==> config.mk <==
export PLATFORM = sky130hd
export DESIGN_NAME = nor_cmd_ctrl
export DESIGN_NICKNAME = d
export VERILOG_FILES = /design/src/rtl/nor_cmd_ctrl.sv
export SDC_FILE = /design/constraint.sdc
export NUM_CORES = 1
export LEC_CHECK = 0
export BUFFER_PORTS_ARGS = -buffer_cell sky130_fd_sc_hd__buf_2
export CAP_MARGIN = 20
export CORE_MARGIN = 2
export CORE_UTILIZATION = 38
export CTS_CLUSTER_SIZE = 14
export DETAILED_ROUTE_END_ITERATION = 8
export HOLD_SLACK_MARGIN = 0.03
export PLACE_DENSITY = 0.53
export SLEW_MARGIN = 15
export SYNTH_ARGS = -nofsm -noshare
export SYNTH_HDL_FRONTEND = slang
export SYNTH_SLANG_ARGS = --single-unit
==> constraint.sdc <==
create_clock -name clk -period 4.5 [get_ports clk]
set_input_delay 0.45 -clock clk [delete_from_list [all_inputs] [get_ports clk]]
set_output_delay 0.45 -clock clk [all_outputs]
set_load 0.02 [all_outputs]
==> src/rtl/nor_cmd_ctrl.sv <==
module nor_cmd_ctrl #(
  parameter int ADDR_W    = 6,
  parameter int OP_CYCLES = 4
) (
  input  logic              clk,
  input  logic              rst_n,
  input  logic [ADDR_W-1:0] addr,
  input  logic [7:0]        wdata,
  input  logic              wr_en,
  input  logic              rd_en,
  output logic [7:0]        rdata,
  output logic [7:0]        cmd_o,
  output logic [1:0]        wcycle_o,
  output logic [7:0]        status_o,
  output logic [1:0]        rd_src_o
);
  localparam int DEPTH = 1 << ADDR_W;
  localparam int CW    = $clog2(OP_CYCLES + 1);

  logic [7:0]    mem [DEPTH];
  logic [7:0]    cmd, cmd_n, stat, stat_n;
  logic [1:0]    wc, wc_n;
  logic [CW-1:0] cnt;
  logic          to_ra, start, prog, erase;
  logic [7:0]    qry;

  always_comb begin
    cmd_n = cmd; wc_n = wc; stat_n = stat;
    to_ra = 1'b0; start = 1'b0; prog = 1'b0; erase = 1'b0;
    if (wc == 2'd2) begin
      if (cnt == '0) begin
        wc_n = 2'd0;
        stat_n = stat | 8'h80;
      end
    end else if (wr_en) begin
      case (wc)
        2'd0:
          case (wdata)
            8'hFF, 8'hF0: to_ra = 1'b1;
            8'h50: begin stat_n = 8'h00; to_ra = 1'b1; end
            8'h70: cmd_n = 8'h70;
            8'h60, 8'h20, 8'h40, 8'h10, 8'h98: begin cmd_n = wdata; wc_n = 2'd1; end
            default: to_ra = 1'b1;
          endcase
        2'd1:
          case (cmd)
            8'h40, 8'h10: begin prog = 1'b1; start = 1'b1; end
            8'h20:
              if (wdata == 8'hD0) begin erase = 1'b1; start = 1'b1; end
              else if (wdata == 8'hFF) to_ra = 1'b1;
              else begin stat_n = stat | 8'h30; to_ra = 1'b1; end
            8'h60:
              if (wdata == 8'h01 || wdata == 8'hD0) begin
                wc_n = 2'd0;
                stat_n = stat | 8'h80;
              end else to_ra = 1'b1;
            8'h98: if (wdata == 8'hFF) to_ra = 1'b1;
            default: to_ra = 1'b1;
          endcase
        default: to_ra = 1'b1;
      endcase
    end
    if (start) begin
      wc_n = 2'd2;
      stat_n = stat_n & 8'h7F;
    end
    if (to_ra) begin
      cmd_n = 8'hFF;
      wc_n = 2'd0;
    end
  end

  always_ff @(posedge clk) begin
    if (!rst_n) begin
      cmd  <= 8'hFF;
      wc   <= 2'd0;
      stat <= 8'h00;
      cnt  <= '0;
    end else begin
      cmd  <= cmd_n;
      wc   <= wc_n;
      stat <= stat_n;
      if (start) cnt <= CW'(OP_CYCLES - 1);
      else if (wc == 2'd2 && cnt != '0) cnt <= cnt - 1'b1;
    end
  end

  always_ff @(posedge clk) begin
    if (!rst_n || erase) begin
      for (int i = 0; i < DEPTH; i++) mem[i] <= 8'hFF;
    end else if (prog) begin
      mem[addr] <= wdata;
    end
  end

  always_comb begin
    if (addr == ADDR_W'(16))      qry = 8'h51;
    else if (addr == ADDR_W'(17)) qry = 8'h52;
    else if (addr == ADDR_W'(18)) qry = 8'h59;
    else                          qry = 8'h00;
  end

  assign rd_src_o = (cmd == 8'h98) ? 2'd2 :
                    (cmd == 8'hFF && wc == 2'd0) ? 2'd0 : 2'd1;

  always_ff @(posedge clk) begin
    if (!rst_n) rdata <= 8'h00;
    else if (rd_en)
      rdata <= (rd_src_o == 2'd0) ? mem[addr] :
               (rd_src_o == 2'd2) ? qry : stat;
  end

  assign cmd_o    = cmd;
  assign wcycle_o = wc;
  assign status_o = stat;
endmodule


# After elaboration in Yosys (flattened, before gate mapping)
# Memories as Yosys holds them, arrays and structs flattened.
# Index checks and enable logic that the tools add are counted.
# Widths: inputs -> output; s select.
dict set report classes {
  eq_ne 32
  n_mux 56
  bitwise_logic 2
  n_reduce_logical 26
  addsub 1
}
# cell count
set ops {}
lappend ops {{$mux 8} 8}
lappend ops {{$eq 8x7->1 const B} 6}
lappend ops {{$pmux 8 s2} 3}
lappend ops {{$eq 8x8->1 const B} 5}
lappend ops {{$mux 1} 25}
lappend ops {{$mux 7} 3}
lappend ops {{$mux 2} 10}
lappend ops {{$eq 6x5->1 const B} 3}
lappend ops {{$mux 6} 3}
lappend ops {{$eq 8x5->1 const B} 2}
lappend ops {{$eq 8x6->1 const B} 2}
lappend ops {{$ne 3x2->1 const B} 4}
lappend ops {{$reduce_and 6->1} 2}
lappend ops {{$reduce_bool 3->1} 3}
lappend ops {{$eq 8x1->1 const B} 1}
lappend ops {{$ne 4x3->1 const B} 2}
lappend ops {{$reduce_or 8->1} 1}
lappend ops {{$reduce_and 7->1} 1}
lappend ops {{$ne 3x3->1 const B} 2}
lappend ops {{$reduce_bool 2->1} 3}
lappend ops {{$reduce_or 2->1} 3}
lappend ops {{$reduce_or 6->1} 1}
lappend ops {{$reduce_or 5->1} 1}
lappend ops {{$eq 2x2->1 const B} 2}
lappend ops {{16 further kinds} 21}
dict set report word_totals {
  word_cells 126
  ram_bits 512
  out_inout_bits 28
  ff_bits 29
  n_memories 1
}
# memory depth word_bits rd rd_clocked_by_memory_dff write_ports line_no
set mem_list {}
lappend mem_list {mem 64 8 1 0 64 20} ;# logic [7:0] mem [DEPTH];

# Logic depth before layout (Yosys ltp)
dict set report depth {
  word_depth 11
  ltp_mapped 10
  mapped_depth_nobuf 9
}

# Least setup slack after synthesis
# Ideal clock, no wire load.
dict set report synth_timing {
  path_kind {reg-to-reg}
  start {register wc[0], in the netlist wcycle_o[0]}
  end {memory mem[14][0], enable pin}
  stages_incl_launch_ff 11
  t_required_ns 4.116
  path_buffers 3
  setup_slack_ns 1.183
  t_arrival_ns 2.933
  path_cell_list {dfxtp_1 inv_1 ha_1 and3b_1 and3_1 buf_4 nand2_4 or4_4 buf_6 buf_2 o21ai_0}
}
# item line_no
set synth_lines {}
lappend synth_lines {{start, declared} 22} ;# logic [1:0] wc, wc_n;
lappend synth_lines {{start signal, assigned} 81} ;# wc <= wc_n;
lappend synth_lines {{end, declared} 20}

==> metrics.cfg <==
[outcome]
status = finished clean

[min_path]
hp-class = primary input to flop

[global_route]
grt-ovfl-total = 0
grt_pass1_wl_um = 112100
antenna_found_initial = 1
grt_pass1_vias = 15840
grt_max_degree = 68
grt_use_total = 0.2197

[synth]
syn_area_um2 = 25590
synth_largest_area_cell = edfxtp_1
postSynthCellCount = 1864
yosys-top-cells-area = edfxtp_1, mux4_2, or2_2
avgSynthCellArea_um2 = 13.73
synth_top_area_frac = 0.6008
synthFlopType = edfxtp_1
ys_seq_elements = 535
yosysSeqAreaShare = 0.6188
async_flop_share = 0
ys_warn_count = 0
synth_edf_count = 512
yosysUniqueCellTypes = 71

[floorplan]
coreArea_um2 = 66920
die_y_um = 263.5
initial_core_util = 0.3824
die_x_um = 263.5
die-area_um2 = 69430
rows = 95
num_io_pins = 46

[finish]
fill_cells = 6062
drive_above_1_share = 0.2960
layout_commonest_cell = edfxtp_1
syn2layout_area_growth_pct = 11.90
nets = 1904
final_cell_mix = edfxtp_1, or2_2, or3_1
fin_area_um2 = 28640

[sta]
skew_ps = 27.97
slew-limit-headroom = 0.2657
finalCriticalPeriod_ps = 3712
tns_ps = 0
hold_viol = 0
grt_setup_unrepaired = no
period_share = 0.8249
max_freq_mhz = 269.4
tightestPinTransition_ps = 1086
setup_slack_ps = 788.1
slew_violations = 0
setup_viol = 0

[route]
firstDrtPassIters = 6
drtIter0Drc = 1743
via_per_inst = 5.725
wl_per_cell_um = 27.28
num_vias = 16010
drt-total-wl_um = 76310
remaining_drc_errors = 0
ant_nets = 0

[cts]
post_cts_buffers = 0
post_cts_resized = 0
root_buffer = clkbuf_16
cts.sinks = 535
clk_pin_slew_ps = 60
h-tree-depth = 2
cts_buffer_depth = 3
cts_hold_buf = 0
cts_inserted_buffers = 57
clk_latency_ps = 620
cts_tree = yes

[setup_path]
cp_slowest_cell = or4_4
crit_path_end_kind = flop
critPathMaxStageDelay_ps = 730
cp.required_ps = 4790
critPathMaxFanout = 38
worstPathCellList = inv_1 > ha_1 > and3b_1 > and3_1 > nand2_4 > or4_4 > nor3_2 > nand2b_1
startpoint_type = flop
crit_arrival_ps = 4000
critical_path_class = flop to flop

[power]
power.leakage_nw = 7.527
powerDensity_nw_per_um2 = 375.0
vdd_ir_drop_max_v = 0.0002781

[placed_design]
gp_congestion = 0.9265
placed_cell_area_um2 = 26820
post-dp-hpwl_um = 50350
numPortBuffers = 40
dp_worst_setup_slack_ps = 809.5

[job]
cap_violations = 0

-- where the power goes --
part           switching [W]  total (W)  leakage (nW)  internal, W
combinational       0.000472   0.000636          2.89     0.000164
sequential         0.0000184    0.00547          3.76      0.00545
clock                0.00198    0.00463         0.882      0.00265
total                0.00247     0.0107          7.53      0.00827
-- critical path: cells and delay by family, from the launching register on --
kind | cells | cell delay, ps
adders and majority gates | 1 | 300
buffers and inverters | 1 | 110
DFF | 1 | 420
and+or+nand+nor | 6 | 2530
-- state kept, by name, summed over array words and instances (netlist names) --
| register | count |
|---|---|
| mem | 512 |
| cmd_o | 8 |
| rdata | 8 |
| cnt | 3 |
| status_o | 2 |
| wcycle_o | 2 |
-- metrics by stage --
step                hold WS, ps  total power, W    util  cells
finish                    226.4         0.01074  0.4279   2797
global route              208.6         0.01104  0.4278   2795
CTS                       185.7         0.01080  0.4277   2793
detailed placement        478.4        0.006213  0.4008   2690
global placement          474.5        0.006207  0.4008   2690
floorplan                 471.4        0.005949       -   1868
-- per-layer routing --
metal  vias to the layer above  global-route usage  part of all wire
li1                       7038                   -                 -
met3                       107             0.03545             0.066
met2                       581              0.3439              0.47
met5                         -                   0                 0
met1                      8286              0.3125              0.44
met4                         0             0.07320             0.030
-- path summary, 6_finish.rpt --
check | startpoint | endpoint | slack (ps) | depth (start not counted)
min reg2reg | status_o[7] | status_o[7] | 490 | 2
max | wcycle_o[0] | mem[30][4] | 790 | 8
min | rst_n | status_o[7] | 230 | 3
max reg2reg | wcycle_o[0] | mem[30][4] | 790 | 8
-- logic make-up (layout without fill, tap and decap cells) --
| family | Yosys count | in the layout | share of synthesized area |
|---|---|---|---|
| and+or+nand+nor | 800 | 800 | 0.1820 |
| buffers and inverters | 196 | 250 | 0.03432 |
| adders and majority gates | 8 | 8 | 0.003912 |
| AOI/OAI and AO/OA | 142 | 142 | 0.03691 |
| xor gates and xnor gates | 4 | 4 | 0.001369 |
| muxes | 178 | 178 | 0.1226 |
| DFF | 535 | 535 | 0.6188 |
| other | 1 | 7 | 0.0001465 |
-- synth_stat cells, types with 11 or more instances --
master / number
clkbuf_1: 120
nor2_1: 32
a22oi_1: 14
edfxtp_1: 512
a31oi_1: 13
buf_2: 26
buf_4: 19
nand2b_1: 90
buf_1: 11
dfxtp_1: 23
a21oi_1: 17
o21ai_0: 40
mux2i_1: 67
nand2_1: 98
nand4_1: 22
inv_1: 12
mux4_2: 108
nand3_1: 57
nor3_1: 12
or2_2: 232
or3_1: 171
and3_1: 15
nor2b_1: 23
nor4_1: 11
-- layout make-up --
cell class	count	area, um2	share of cell area
antenna	2	5.005	0.0001748
clock buffer	76	1560	0.05449
clock inverter	27	241.5	0.008433
inverter	14	52.55	0.001835
multi-input combinational	1137	8914	0.3113
sequential	535	15840	0.5530
tap	873	1092	0.03814
timing repair buffer	133	935.9	0.03268
Note: power is estimated with default switching activity, not from simulation.
